`config.mk`:
```
export PLATFORM = sky130hd
export DESIGN_NAME = lpm_req_ctrl
export DESIGN_NICKNAME = d
export VERILOG_FILES = /design/src/rtl/lpm_pkg.sv /design/src/rtl/lpm_req_decode.sv /design/src/rtl/lpm_drain_detect.sv /design/src/rtl/lpm_p2s_timer.sv /design/src/rtl/lpm_req_ctrl.sv
export SDC_FILE = /design/constraint.sdc
export NUM_CORES = 1
export LEC_CHECK = 0
export BUFFER_PORTS_ARGS = -buffer_cell sky130_fd_sc_hd__buf_2
export CAP_MARGIN = 25
export CORE_ASPECT_RATIO = 1.5
export CORE_MARGIN = 2
export CORE_UTILIZATION = 30
export CTS_CLUSTER_SIZE = 40
export DETAILED_ROUTE_END_ITERATION = 8
export GPL_ROUTABILITY_DRIVEN = 0
export SLEW_MARGIN = 0
export SYNTH_ARGS = -nofsm -noshare
export SYNTH_HDL_FRONTEND = slang
export SYNTH_SLANG_ARGS = --single-unit
```
`constraint.sdc`:
```
create_clock -name clk -period 1.9 [get_ports clk]
set_input_delay 0.475 -clock clk [delete_from_list [all_inputs] [get_ports clk]]
set_output_delay 0.475 -clock clk [all_outputs]
set_load 0.01 [all_outputs]
```
`src/rtl/lpm_pkg.sv`:
```
package lpm_pkg;

   typedef enum logic [1:0] {
      LNK_ACTIVE  = 2'd0,
      LNK_PARTIAL = 2'd1,
      LNK_SLUMBER = 2'd2,
      LNK_DEVSLP  = 2'd3
   } lnk_st_e;

   localparam int unsigned REQ_W  = 4;
   localparam int unsigned CTRL_W = 8;

   localparam logic [REQ_W-1:0] RQ_NOP     = 4'd0;
   localparam logic [REQ_W-1:0] RQ_ACTIVE  = 4'd1;
   localparam logic [REQ_W-1:0] RQ_PARTIAL = 4'd2;
   localparam logic [REQ_W-1:0] RQ_SLUMBER = 4'd6;
   localparam logic [REQ_W-1:0] RQ_DEVSLP  = 4'd8;

   localparam int unsigned BIT_AGGR_EN  = 4;
   localparam int unsigned BIT_AGGR_SEL = 5;
   localparam int unsigned BIT_P2S_EN   = 6;

endpackage

```
`src/rtl/lpm_req_decode.sv`:
```
module lpm_req_decode
   import lpm_pkg::*;
(
   input  logic [REQ_W-1:0] req_code,
   input  logic [1:0]       cur_state,
   input  logic             dsl_slumber_only,
   output logic             legal,
   output logic [1:0]       target
);

   logic    known;
   lnk_st_e tgt_e;
   lnk_st_e cur_e;

   assign cur_e = lnk_st_e'(cur_state);

   always_comb begin
      known = 1'b1;
      tgt_e = LNK_ACTIVE;
      unique case (req_code)
         RQ_ACTIVE:  tgt_e = LNK_ACTIVE;
         RQ_PARTIAL: tgt_e = LNK_PARTIAL;
         RQ_SLUMBER: tgt_e = LNK_SLUMBER;
         RQ_DEVSLP:  tgt_e = LNK_DEVSLP;
         default:    known = 1'b0;
      endcase
   end

   logic same_state;
   logic lp_hop;
   logic dsl_block;

   assign same_state = (tgt_e == cur_e);
   assign lp_hop     = (cur_e != LNK_ACTIVE) && (tgt_e != LNK_ACTIVE) && (tgt_e != LNK_DEVSLP);
   assign dsl_block  = (tgt_e == LNK_DEVSLP) && dsl_slumber_only && (cur_e != LNK_SLUMBER);

   assign legal  = known && !same_state && !lp_hop && !dsl_block;
   assign target = tgt_e;

endmodule

```
`src/rtl/lpm_drain_detect.sv`:
```
module lpm_drain_detect #(
   parameter int unsigned NSLOT = 32
) (
   input  logic             clk,
   input  logic             rst_n,
   input  logic [NSLOT-1:0] cmd_issue,
   input  logic [NSLOT-1:0] cmd_active,
   output logic             drain_evt
);

   if (NSLOT < 1 || NSLOT > 32) begin : g_bad_nslot
      $error("lpm_drain_detect: NSLOT must lie in 1..32");
   end

   logic [NSLOT-1:0] issue_q;
   logic [NSLOT-1:0] active_q;
   logic [NSLOT-1:0] fell;

   always_ff @(posedge clk or negedge rst_n) begin
      if (!rst_n) begin
         issue_q  <= '0;
         active_q <= '0;
      end else begin
         issue_q  <= cmd_issue;
         active_q <= cmd_active;
      end
   end

   for (genvar i = 0; i < NSLOT; i++) begin : g_fell
      assign fell[i] = (issue_q[i] && !cmd_issue[i]) || (active_q[i] && !cmd_active[i]);
   end

   assign drain_evt = (|fell) && (cmd_issue == '0) && (cmd_active == '0);

endmodule

```
`src/rtl/lpm_p2s_timer.sv`:
```
module lpm_p2s_timer #(
   parameter int unsigned DWELL = 64
) (
   input  logic clk,
   input  logic rst_n,
   input  logic qualify,
   output logic promote
);

   if (DWELL > 65535) begin : g_bad_dwell
      $error("lpm_p2s_timer: DWELL must not exceed 65535");
   end

   if (DWELL == 0) begin : g_immediate
      assign promote = qualify;
   end else begin : g_counted
      localparam int unsigned CW = $clog2(DWELL + 1);
      localparam logic [CW-1:0] LIMIT = CW'(DWELL);

      logic [CW-1:0] cnt_q;

      always_ff @(posedge clk or negedge rst_n) begin
         if (!rst_n) begin
            cnt_q <= '0;
         end else if (!qualify) begin
            cnt_q <= '0;
         end else if (cnt_q != LIMIT) begin
            cnt_q <= cnt_q + 1'b1;
         end
      end

      assign promote = qualify && (cnt_q == LIMIT);

      a_r10_count_bounded : assert property (@(posedge clk) disable iff (!rst_n)
         cnt_q <= LIMIT);
   end

endmodule

```
`src/rtl/lpm_req_ctrl.sv`:
```
module lpm_req_ctrl
   import lpm_pkg::*;
#(
   parameter int unsigned NSLOT     = 32,
   parameter int unsigned P2S_DWELL = 64
) (
   input  logic              clk,
   input  logic              rst_n,
   input  logic              wr_en,
   input  logic [7:0]        wr_data,
   input  logic              link_idle,
   input  logic [1:0]        link_state,
   input  logic              strap_lpm_cap,
   input  logic              strap_dsl_slumber_only,
   input  logic [NSLOT-1:0]  cmd_issue,
   input  logic [NSLOT-1:0]  cmd_active,
   output logic              xfer_req,
   output logic [1:0]        xfer_target,
   input  logic              xfer_ack,
   output logic [7:0]        rd_data
);

   if (CTRL_W != 8) begin : g_bad_ctrl
      $error("lpm_req_ctrl: control word must be 8 bits");
   end

   logic [REQ_W-1:0] wr_req;
   assign wr_req = wr_data[REQ_W-1:0];

   logic             pend_q;
   logic [1:0]       tgt_q;
   logic [REQ_W-1:0] field_q;
   logic             aggr_en_q;
   logic             aggr_sel_q;
   logic             p2s_en_q;

   logic       dec_legal;
   logic [1:0] dec_tgt;

   lpm_req_decode u_decode (
      .req_code         (wr_req),
      .cur_state        (link_state),
      .dsl_slumber_only (strap_dsl_slumber_only),
      .legal            (dec_legal),
      .target           (dec_tgt)
   );

   logic drain_evt;

   lpm_drain_detect #(.NSLOT(NSLOT)) u_drain (
      .clk        (clk),
      .rst_n      (rst_n),
      .cmd_issue  (cmd_issue),
      .cmd_active (cmd_active),
      .drain_evt  (drain_evt)
   );

   logic p2s_qual;
   logic p2s_fire;

   assign p2s_qual = (lnk_st_e'(link_state) == LNK_PARTIAL) && p2s_en_q && link_idle;

   lpm_p2s_timer #(.DWELL(P2S_DWELL)) u_p2s (
      .clk     (clk),
      .rst_n   (rst_n),
      .qualify (p2s_qual),
      .promote (p2s_fire)
   );

   logic aggr_on;
   logic sel_on;
   logic take_sw;
   logic take_aggr;
   logic take_p2s;

   assign aggr_on   = aggr_en_q && strap_lpm_cap;
   assign sel_on    = aggr_sel_q && strap_lpm_cap;
   assign take_sw   = wr_en && (wr_req != RQ_NOP) && link_idle && !pend_q && dec_legal;
   assign take_aggr = drain_evt && aggr_on && link_idle && !pend_q && !take_sw &&
                      (lnk_st_e'(link_state) == LNK_ACTIVE);
   assign take_p2s  = p2s_fire && !pend_q && !take_sw && !take_aggr;

   always_ff @(posedge clk or negedge rst_n) begin
      if (!rst_n) begin
         pend_q  <= 1'b0;
         tgt_q   <= LNK_ACTIVE;
         field_q <= RQ_NOP;
      end else if (take_sw) begin
         pend_q  <= 1'b1;
         tgt_q   <= dec_tgt;
         field_q <= wr_req;
      end else if (take_aggr) begin
         pend_q  <= 1'b1;
         tgt_q   <= sel_on ? LNK_SLUMBER : LNK_PARTIAL;
      end else if (take_p2s) begin
         pend_q  <= 1'b1;
         tgt_q   <= LNK_SLUMBER;
      end else if (pend_q && xfer_ack) begin
         pend_q  <= 1'b0;
         field_q <= RQ_NOP;
      end
   end

   always_ff @(posedge clk or negedge rst_n) begin
      if (!rst_n) begin
         aggr_en_q  <= 1'b0;
         aggr_sel_q <= 1'b0;
         p2s_en_q   <= 1'b0;
      end else if (wr_en) begin
         aggr_en_q  <= wr_data[BIT_AGGR_EN];
         aggr_sel_q <= wr_data[BIT_AGGR_SEL];
         p2s_en_q   <= wr_data[BIT_P2S_EN];
      end
   end

   assign xfer_req    = pend_q;
   assign xfer_target = tgt_q;
   assign rd_data     = {1'b0, p2s_en_q, sel_on, aggr_on, field_q};

   // nothing can start while the link is busy
   a_r2_no_req_when_busy : assert property (@(posedge clk) disable iff (!rst_n)
      (!link_idle && !xfer_req) |=> !xfer_req);

   // acknowledge retires the request and clears the nibble
   a_r3_ack_retires : assert property (@(posedge clk) disable iff (!rst_n)
      (xfer_req && xfer_ack) |=> (!xfer_req && rd_data[3:0] == 4'd0));

   // no software code visible without a request in flight
   a_r3_field_idle : assert property (@(posedge clk) disable iff (!rst_n)
      !xfer_req |-> (rd_data[3:0] == 4'd0));

   // a new request never targets the state the link was in
   a_r4_no_self_move : assert property (@(posedge clk) disable iff (!rst_n)
      $rose(xfer_req) |-> (xfer_target != $past(link_state)));

   // only promotion may go from one low-power state to another (besides DevSleep)
   a_r5_no_lp_hop : assert property (@(posedge clk) disable iff (!rst_n)
      ($rose(xfer_req) && $past(link_state) != 2'd0 && xfer_target != 2'd0 &&
       xfer_target != 2'd3)
      |-> ($past(link_state) == 2'd1 && xfer_target == 2'd2));

   // strapped DevSleep entry only from Slumber
   a_r6_dsl_from_slumber : assert property (@(posedge clk) disable iff (!rst_n)
      ($rose(xfer_req) && xfer_target == 2'd3 && $past(strap_dsl_slumber_only))
      |-> ($past(link_state) == 2'd2));

   // request and target held until acknowledged
   a_r11_hold_until_ack : assert property (@(posedge clk) disable iff (!rst_n)
      (xfer_req && !xfer_ack) |=> (xfer_req && $stable(xfer_target)));

endmodule

```
==> metrics.md <==
| Metric | Value |
|---|---|
| Status | finished with violations |
| Failing checks | negative setup slack |
| Die height | 131 µm |
| P_leak | 2.19 nW |
| Endpoint class of the critical path | flip-flop |
| Setup violators final | 1 |
| Initial core utilization | 0.306 |
| Worst reg2reg startpoint | xfer_req |
| Post-DR vias/cell | 4.44 |
| Cell area after placement | 4320 µm² |
| Die width | 88.6 µm |
| H-tree depth | 3 |
| DRC Markers | 0 |
| Pwr Total | 4.06 mW |
| Number of DRC markers in iteration 0 | 56 |
| M1 GR Usage | 0.182 |
| First-pass GRT wire length | 13.7 mm |
| Final hold slack | 0.0848 ns |
| Reg2Reg Setup Slack | -0.01 ns |
| Worst-path clk slew | 0.06 ns |
| Unrepaired setup endpoints after global routing | true |
| Root Driver | clkbuf_16 |
| Post-synth cell types | 36 |
| Core Region | 10,500 µm² |
| #FFs+latches synth | 81 |
| Final setup TNS | -0.0173 ns |
| CP endpoint | xfer_target[0] |
| GR Util met2 | 0.282 |
| Origin of the worst setup path | cmd_issue[19] |
| Synth Net Count | 354 |
| Fin. max-slew vios | 0 |
| Final worst slack | -0.0173 ns |
| Ports | 92 |
| Switch Pwr | 0.940 mW |
| Post-synthesis cell count | 271 |
| Post-CTS Setup Bufs | 0 |
| Die area | 11,600 µm² |
| Max IR drop VDD | 522 µV |
| Switching Fraction | 0.232 |
| Global routing's busiest layer | met2 |
| Worst skew pair latency | 0.33 ns |
| Initial antenna violation count | 0 |
| Worst Skew | 0.00463 ns |
| Synthesis-to-layout area growth | 47.1% |
| CTS tree | built |
| Layout cells sized above 1 | 0.431 |
| Clk buf depth | 2 |
| Startpoint type of the worst setup path | primary input |
| Fin crit period | 1.92 ns |
| Largest net degree at the start of global routing | 35 |
| CP arrival | 2.13 ns |
| YS warnings | 0 |
| DR pass1 iterations | 4 |
| Vias in the first global route | 2,793 |
| Grt met3 use | 0.0327 |
| Worst Path Max Fanout | 3 |
| Row cnt | 46 |
| Fmax | 522 MHz |
| FF-to-FF path depth | 6 |
| Global-route usage over all layers | 0.162 |
| Gr ovfl total | 0 |
| Synthesized area | 3220 µm² |
| Sequential element share of the synthesized area | 0.629 |
| Final ANT Viol Nets | 0 |
| PD cells | 856 nW/µm² |
| Pint | 3.12 mW |
| PortBufs | 89 |
| Fin. Hold Viols | 0 |
| Hold buffers post-CTS | 0 |
| Mean routed wirelength per cell | 15.0 µm |
| Clock share of power | 0.412 |
| Clock sinks | 81 |
| Seq pwr share | 0.462 |
| Fin crit share | 1.01 |
| # diodes | 0 |
| Via Count | 2,544 |
| Inserted Clock Buffers | 9 |
| EDFF count, synth | 0 |
| Most frequent cells in the layout | buf_2 (82), dfrtp_1 (81), buf_4 (61), nand2b_1 (49), inv_1 (22) |
| Avg Cell Area, Syn | 11.9 µm² |
| Commonest non-fill, non-tap cell in the layout | buf_2 |
| Fin area | 4740 µm² |
| Synth Flop Type | dfrtp_1 |
| Nets | 507 |
| Hold Path Class | in -> async |
| Total routed wirelength | 8.59 mm |
| Number of max-cap violations | 0 |
| FFs w/ async S/R, synth | 1.00 |
| WS Path Type | in -> reg |
| Hpwl dp | 7.01 mm |
| Combinational power share | 0.126 |
| R2R Path End | xfer_target[0] |
| CP Data Required Time | 2.11 ns |
repair_timing:
item,CTS,global route
cloned,0,0
pin swaps,11,4
endpoints found under the setup margin,2,3
resized for setup,22,4
synth_stat cells, types with 3 or more instances:
| cell | instances | area share |
|---|---|---|
| and3_1 | 3 | 0.0058 |
| buf_4 | 5 | 0.012 |
| dfrtp_1 | 81 | 0.63 |
| inv_1 | 22 | 0.026 |
| mux2_2 | 3 | 0.010 |
| nand2_1 | 13 | 0.015 |
| nand2b_1 | 49 | 0.095 |
| nand3_1 | 3 | 0.0047 |
| nand4_1 | 6 | 0.012 |
| nor2_1 | 11 | 0.013 |
| nor4_1 | 17 | 0.033 |
| nor4_2 | 3 | 0.012 |
| o2111ai_1 | 16 | 0.043 |
| o21ai_0 | 5 | 0.0078 |
| xnor2_1 | 4 | 0.011 |
sequential cells by signal, summed over array words and instances, names as in the netlist:
signal,cells
u_drain.active_q,32
u_drain.issue_q,32
u_p2s.g_counted.cnt_q,7
field_q,4
xfer_target,2
aggr_en_q,1
aggr_sel_q,1
p2s_en_q,1
xfer_req,1
kinds of logic (layout without fill, tap and decap cells):
kind of cell    count (synthesis)  after routing  share of synthesized area
compound gates                 31             31                     0.0738
simple gates                  118            118                      0.219
flops                          81             81                      0.629
buf+inv                        28            186                     0.0388
fa+ha+maj                       2              2                    0.00777
xor+xnor                        6              6                     0.0163
mux                             4              4                     0.0136
other cells                     1              1                    0.00116
critical path, cell delays in order:
cell,delay (ns)
buf_2,0.13
nor4_4,0.28
nand4_1,0.14
or4_4,0.55
nor2_4,0.11
a211oi_2,0.09
a221o_1,0.36
routing by layer:
metal | part of all wire | wire [µm] | up-vias
li1 | - | - | 1244
met1 | 0.39 | 3340 | 1214
met2 | 0.53 | 4560 | 66
met3 | 0.045 | 389 | 20
met4 | 0.035 | 305 | 0
met5 | 0 | 0 | -
worst min path at each step:
stage	from	end	slack [ns]	cells after the start
4_1_cts	rst_n	u_drain.issue_q[12]	0.1	1
3_5_place_dp	rst_n	u_drain.issue_q[11]	0.45	1
5_1_grt	rst_n	u_drain.issue_q[11]	0.11	1
2_1_floorplan	rst_n	aggr_en_q	0.18	0
3_3_place_gp	rst_n	u_drain.issue_q[12]	0.45	1
6_report	rst_n	u_drain.issue_q[11]	0.08	1
per-stage QoR:
stage / cells / setup WS [ns] / util
global placement: 559 / -0.506 / 0.410
CTS: 573 / -0.0102 / 0.448
detailed placement: 559 / -0.494 / 0.410
global route: 573 / -0.0949 / 0.450
floorplan: 271 / -0.0852 / -
finish: 573 / -0.0173 / 0.450
power groups by stage:
stage | logic, mW | clock network [mW] | registers (mW)
floorplan | 0.145 | 0 | 1.91
CTS | 0.516 | 1.71 | 1.88
finish | 0.510 | 1.67 | 1.88
global placement | 0.483 | 0 | 1.90
detailed placement | 0.492 | 0 | 1.90
global route | 0.567 | 1.77 | 1.88
final cells by class:
type	instances	area (µm²)
flip-flops and latches	81	2030
repair buffers	148	933
clock buffers	15	288
inverters	22	82.6
well taps	144	180
fillers	1026	5790
multi-input cells	162	1220
clock inverters	1	7.51
(Power assumes the default switching activity.)
